$ cat src/rtl/pa_ramp_pkg.sv
package pa_ramp_pkg;

  typedef enum logic [2:0] {
    ST_IDLE,
    ST_LOCKWAIT,
    ST_DELAY,
    ST_UP,
    ST_HOLD,
    ST_DOWN
  } ramp_st_e;

  // turn-on delay in microseconds for each 2-bit code
  function automatic int unsigned on_delay_us(input logic [1:0] code);
    case (code)
      2'd0:    return 0;
      2'd1:    return 50;
      2'd2:    return 100;
      default: return 150;
    endcase
  endfunction

  // total ramp-down time in microseconds for each 2-bit code
  function automatic int unsigned ramp_down_us(input logic [1:0] code);
    case (code)
      2'd0:    return 5;
      2'd1:    return 10;
      2'd2:    return 20;
      default: return 30;
    endcase
  endfunction

endpackage

$ cat src/rtl/pa_ramp_cfg.sv
module pa_ramp_cfg
  import pa_ramp_pkg::*;
#(
  parameter int CYC_PER_US = 2,
  parameter int CNT_W      = 10,
  parameter int LVL_W      = 3
) (
  input  logic [1:0]       pwr_code,
  input  logic [1:0]       dly_code,
  input  logic [1:0]       dn_code,
  input  logic [LVL_W-1:0] cur_lvl,
  output logic [LVL_W-1:0] tgt_lvl,
  output logic [CNT_W-1:0] dly_cyc,
  output logic [CNT_W-1:0] dn_step
);

  logic [CNT_W-1:0] dn_total;
  logic [CNT_W-1:0] divisor;
  logic [CNT_W-1:0] quot;

  always_comb begin
    tgt_lvl  = LVL_W'(pwr_code) + LVL_W'(1);
    dly_cyc  = CNT_W'(on_delay_us(dly_code) * CYC_PER_US);
    dn_total = CNT_W'(ramp_down_us(dn_code) * CYC_PER_US);
    divisor  = (cur_lvl == '0) ? CNT_W'(1) : CNT_W'(cur_lvl);
    quot     = dn_total / divisor;
    dn_step  = (quot == '0) ? CNT_W'(1) : quot;
  end

endmodule

$ cat src/rtl/pa_ramp_timer.sv
module pa_ramp_timer #(
  parameter int CNT_W = 10
) (
  input  logic             clk,
  input  logic             rst_n,
  input  logic             load,
  input  logic [CNT_W-1:0] load_val,
  output logic             expired
);

  logic [CNT_W-1:0] cnt;

  always_ff @(posedge clk or negedge rst_n) begin
    if (!rst_n)           cnt <= '0;
    else if (load)        cnt <= load_val;
    else if (cnt != '0)   cnt <= cnt - CNT_W'(1);
  end

  assign expired = (cnt == '0);

endmodule

$ cat src/rtl/pa_ramp_thermo.sv
module pa_ramp_thermo #(
  parameter int NUM_STAGES = 4,
  parameter int LVL_W      = 3
) (
  input  logic [LVL_W-1:0]      lvl,
  output logic [NUM_STAGES-1:0] en
);

  for (genvar i = 0; i < NUM_STAGES; i++) begin : g_stage
    assign en[i] = (lvl > LVL_W'(i));
  end

endmodule

$ cat src/rtl/pa_ramp_seq.sv
module pa_ramp_seq
  import pa_ramp_pkg::*;
#(
  parameter int  CYC_PER_US  = 2,
  parameter int  NUM_STAGES  = 4,
  parameter int  UP_STEP_CYC = 4,
  localparam int LVL_W       = $clog2(NUM_STAGES + 1)
) (
  input  logic                  clk,
  input  logic                  rst_n,
  input  logic                  burst_mode,
  input  logic                  tx_req,
  input  logic                  pll_lock,
  input  logic                  burst_end,
  input  logic [1:0]            pwr_code,
  input  logic [1:0]            on_dly_code,
  input  logic [1:0]            down_code,
  output logic [LVL_W-1:0]      stage_lvl,
  output logic [NUM_STAGES-1:0] stage_en,
  output logic                  ramp_done
);

  localparam int MAX_CYC = 150 * CYC_PER_US;
  localparam int TOP_CYC = (MAX_CYC > UP_STEP_CYC) ? MAX_CYC : UP_STEP_CYC;
  localparam int CNT_W   = $clog2(TOP_CYC + 1);

  ramp_st_e         st, st_n;
  logic [LVL_W-1:0] lvl, lvl_n;
  logic [1:0]       cap_pwr, cap_dly, cap_dn;
  logic             cap_en;
  logic [CNT_W-1:0] step_q, step_n;

  logic [LVL_W-1:0] tgt_lvl;
  logic [CNT_W-1:0] dly_cyc;
  logic [CNT_W-1:0] dn_step;

  logic             tmr_load;
  logic [CNT_W-1:0] tmr_val;
  logic             tmr_zero;

  pa_ramp_cfg #(
    .CYC_PER_US(CYC_PER_US),
    .CNT_W     (CNT_W),
    .LVL_W     (LVL_W)
  ) u_cfg (
    .pwr_code(cap_pwr),
    .dly_code(cap_dly),
    .dn_code (cap_dn),
    .cur_lvl (lvl),
    .tgt_lvl (tgt_lvl),
    .dly_cyc (dly_cyc),
    .dn_step (dn_step)
  );

  pa_ramp_timer #(.CNT_W(CNT_W)) u_tmr (
    .clk     (clk),
    .rst_n   (rst_n),
    .load    (tmr_load),
    .load_val(tmr_val),
    .expired (tmr_zero)
  );

  pa_ramp_thermo #(
    .NUM_STAGES(NUM_STAGES),
    .LVL_W     (LVL_W)
  ) u_thermo (
    .lvl(lvl),
    .en (stage_en)
  );

  // next-state logic
  always_comb begin
    st_n     = st;
    lvl_n    = lvl;
    step_n   = step_q;
    cap_en   = 1'b0;
    tmr_load = 1'b0;
    tmr_val  = '0;
    unique case (st)
      ST_IDLE: begin
        if (burst_mode && tx_req) begin
          cap_en = 1'b1;
          st_n   = ST_LOCKWAIT;
        end
      end
      ST_LOCKWAIT: begin
        if (burst_end) begin
          st_n = ST_IDLE;
        end else if (pll_lock) begin
          if (dly_cyc == '0) begin
            lvl_n    = LVL_W'(1);
            tmr_load = 1'b1;
            tmr_val  = CNT_W'(UP_STEP_CYC - 1);
            st_n     = (tgt_lvl == LVL_W'(1)) ? ST_HOLD : ST_UP;
          end else begin
            tmr_load = 1'b1;
            tmr_val  = dly_cyc - CNT_W'(1);
            st_n     = ST_DELAY;
          end
        end
      end
      ST_DELAY: begin
        if (burst_end) begin
          st_n = ST_IDLE;
        end else if (tmr_zero) begin
          lvl_n    = LVL_W'(1);
          tmr_load = 1'b1;
          tmr_val  = CNT_W'(UP_STEP_CYC - 1);
          st_n     = (tgt_lvl == LVL_W'(1)) ? ST_HOLD : ST_UP;
        end
      end
      ST_UP: begin
        if (burst_end) begin
          step_n   = dn_step;
          tmr_load = 1'b1;
          tmr_val  = dn_step - CNT_W'(1);
          st_n     = ST_DOWN;
        end else if (tmr_zero) begin
          lvl_n    = lvl + LVL_W'(1);
          tmr_load = 1'b1;
          tmr_val  = CNT_W'(UP_STEP_CYC - 1);
          if (lvl + LVL_W'(1) == tgt_lvl) st_n = ST_HOLD;
        end
      end
      ST_HOLD: begin
        if (burst_end) begin
          step_n   = dn_step;
          tmr_load = 1'b1;
          tmr_val  = dn_step - CNT_W'(1);
          st_n     = ST_DOWN;
        end
      end
      ST_DOWN: begin
        if (tmr_zero) begin
          lvl_n    = lvl - LVL_W'(1);
          tmr_load = 1'b1;
          tmr_val  = step_q - CNT_W'(1);
          if (lvl == LVL_W'(1)) st_n = ST_IDLE;
        end
      end
      default: st_n = ST_IDLE;
    endcase
  end

  always_ff @(posedge clk or negedge rst_n) begin
    if (!rst_n) begin
      st      <= ST_IDLE;
      lvl     <= '0;
      step_q  <= CNT_W'(1);
      cap_pwr <= '0;
      cap_dly <= '0;
      cap_dn  <= '0;
    end else begin
      st     <= st_n;
      lvl    <= lvl_n;
      step_q <= step_n;
      if (cap_en) begin
        cap_pwr <= pwr_code;
        cap_dly <= on_dly_code;
        cap_dn  <= down_code;
      end
    end
  end

  assign stage_lvl = lvl;
  assign ramp_done = (st == ST_HOLD);

endmodule

$ cat config.mk
export PLATFORM = sky130hd
export DESIGN_NAME = pa_ramp_seq
export DESIGN_NICKNAME = d
export VERILOG_FILES = /design/src/rtl/pa_ramp_pkg.sv /design/src/rtl/pa_ramp_cfg.sv /design/src/rtl/pa_ramp_timer.sv /design/src/rtl/pa_ramp_thermo.sv /design/src/rtl/pa_ramp_seq.sv
export SDC_FILE = /design/constraint.sdc
export NUM_CORES = 1
export LEC_CHECK = 0
export ABC_AREA = 0
export BUFFER_PORTS_ARGS = -buffer_cell sky130_fd_sc_hd__clkbuf_2
export CAP_MARGIN = 40
export CORE_MARGIN = 2
export CORE_UTILIZATION = 38
export CTS_BUF_LIST = sky130_fd_sc_hd__clkbuf_4
export DETAILED_ROUTE_END_ITERATION = 16
export GPL_ROUTABILITY_DRIVEN = 0
export PLACE_DENSITY = 0.52
export SLEW_MARGIN = 5
export SYNTH_ARGS = -nofsm -noshare
export SYNTH_HDL_FRONTEND = slang
export SYNTH_SLANG_ARGS = --single-unit
$ cat constraint.sdc
create_clock -name clk -period 17.8 [get_ports clk]
set_input_delay 1.78 -clock clk [delete_from_list [all_inputs] [get_ports clk]]
set_output_delay 1.78 -clock clk [all_outputs]
set_load 0.05 [all_outputs]
==> out/metrics.yaml <==
maxCapViolations: 0
clk_pin_slew_worst_paths_ns: 0.11
antenna_found_initial: 0
core_mm2: 0.00933
crit_top_cell: "ha_1"
wl_per_cell_um: 15.9
cts_buffers: 5
synth_adder_area_share_pct: 13.3
grt_overflow: 0
post_cts_buffers: 0
syn_inst: 466
period_share_pct: 80.1
post-route-min-period_ns: 14.26
io_pins: 20
cp-end-kind: "register"
port_buffers: 19
synth_edf_count: 0
syn_area_per_cell_um2: 7.89
start_util_pct: 39.4
nets: 532
firstDrtPassIters: 4
postRouteAntennaNets: 0
finClkSkew_ns: 0.0108
status: "finished, final reports clean"
required_ns: 18.00
seq_area_frac_synth_pct: 20.5
crit_fanout: 9
die_w_um: 102
layout_commonest_cell: "nand2_1"
cp.arrival_ns: 14.46
max_freq_mhz: 70.1
area.growth.synth_to_final_pct: 7.35
cts_tree: "yes"
vias: 3469
r2r_setup_slack_ns: 3.54
htree_levels: 2
clk_path_buf_depth: 2
grt_first_pass_wirelength_mm: 16.1
hold_buffers: 0
antenna_cells: 0
final_cell_mix: "nand2_1, nor2_1, ha_1, o21ai_0"
async_flop_share_pct: 100
slew_headroom_pct: 41.4
rr_worst_depth: 57
final.setup.tns_ns: 0
root_buffer: "clkbuf_4"
grt_max_degree: 31
synth_top_flop_cell: "dfrtp_1"
crit_path_start: "stage_lvl[0]"
grt_setup_unrepaired: "false"
ys_warn_count: 0
synth-xor-area-share_pct: 6.67
placement_rows: 35
drive_above_1_share_pct: 12.7
synth-compound-area-share_pct: 29.1
r2r-start: "stage_lvl[0]"
start_kind: "register"
synth-simple-area-share_pct: 23.7
yosysUniqueCellTypes: 78
drc: 0
slew_violations: 0
crit_slowest_cell: "dfrtp_1"
tightest_slew_ns: 0.876
hold_class: "register to register"
die_h_um: 102
r2r-end: "u_tmr.cnt[6]"
cts_resized: 0
synth_top_family_by_area: "compound AO/OA/AOI/OAI gates"
worstSetupEndpoint: "u_tmr.cnt[6]"
grt_pass1_vias: 3375
die-area_mm2: 0.0105
setup-violations-final: 0
slowest_delay_ns: 0.49
synthesis.area_mm2: 0.00368
clk_latency_ns: 0.33
drtIter0Drc: 197
synth.area.mux_share_pct: 1.97
drt-total-wl_mm: 9.73
drt-vias-per-instance: 5.68
clkSinkCount: 30
dpl.hpwl_mm: 7.71
track_usage_pct: 19.3
setup.worst_path.class: "register to register"
finalHoldViolations: 0
synth_seq_cells: 30
registers in the layout, indices dropped and copies added, names as in the netlist:
| register | cells |
|---|---|
| cap_dly | 2 |
| cap_dn | 2 |
| cap_pwr | 2 |
| st | 3 |
| stage_lvl | 3 |
| step_q | 9 |
| u_tmr.cnt | 9 |
logic make-up (layout without fill, tap and decap cells):
kind of cell | count (synthesis) | in the layout
XOR/XNOR | 28 | 28
other | 1 | 3
buffers and inverters | 44 | 58
adder cells (fa/ha/maj) | 39 | 39
multiplexers | 7 | 7
AND/OR/NAND/NOR | 170 | 170
AO/OA/AOI/OAI | 147 | 147
flip-flops | 30 | 30
how the worst min path moves through the flow:
stage / to / slack (ns) / cells after the start / start
floorplan: step_q[8] / 0.47 / 2 / step_q[8]
global placement: step_q[8] / 0.50 / 2 / step_q[8]
detailed placement: step_q[8] / 0.50 / 2 / step_q[8]
CTS: step_q[8] / 0.52 / 2 / step_q[8]
global route: step_q[0] / 0.55 / 2 / step_q[0]
finish: step_q[8] / 0.52 / 2 / step_q[8]
per-layer routing:
metal / up-vias / routed length (µm) / GRT usage, %
li1: 1763 / - / -
met1: 1660 / 4690 / 25.2
met2: 38 / 4670 / 33.8
met3: 8 / 264 / 2.19
met4: 0 / 104 / 4.72
met5: - / 0 / 0
metrics by stage:
step	utilization [%]	setup slack [ns]	std cells	hold WS (ns)	instance area, µm²
floorplan	-	4.99	468	0.470	3680
global placement	41.6	3.85	602	0.495	3880
detailed placement	41.7	3.56	603	0.498	3890
CTS	42.3	3.53	611	0.522	3950
global route	42.3	2.26	611	0.553	3950
finish	42.3	3.54	611	0.516	3950
worst max-delay path, delay by kind of cell, from the launching register on:
kind,cells,cell delay [ns]
XOR/XNOR,1,0.15
buffers and inverters,2,0.40
AO/OA/AOI/OAI,22,4.88
flip-flops,1,0.49
adder cells (fa/ha/maj),9,2.72
multiplexers,3,0.97
AND/OR/NAND/NOR,20,4.52
cell usage after synthesis, types with 8 or more instances:
cell type	n	area [µm²]
nand2_1	43	161
nor2_1	42	158
ha_1	39	488
o21ai_0	34	170
dfrtp_1	29	726
inv_1	29	109
a21oi_1	28	140
xnor2_1	17	149
nor3_1	16	80.1
clkbuf_1	11	41.3
nand3_1	11	55.1
xor2_1	11	96.3
o21a_1	9	67.6
nor4_1	8	50.1
o211ai_1	8	60.1
o31ai_1	8	60.1
or2_2	8	50.1
area by class of cell:
cell class                 count  area (µm²)
clock inverter                 2        8.76
inverter                      30         113
tap                          129         161
multi-input combinational    394        2760
timing repair buffer          20         103
fill                         980        5380
clock buffer                   6        45.0
sequential                    30         752
Power is left out: the tool's default activity adds up to more than one toggle a clock period on the data nets, which glitch-free logic cannot reach.
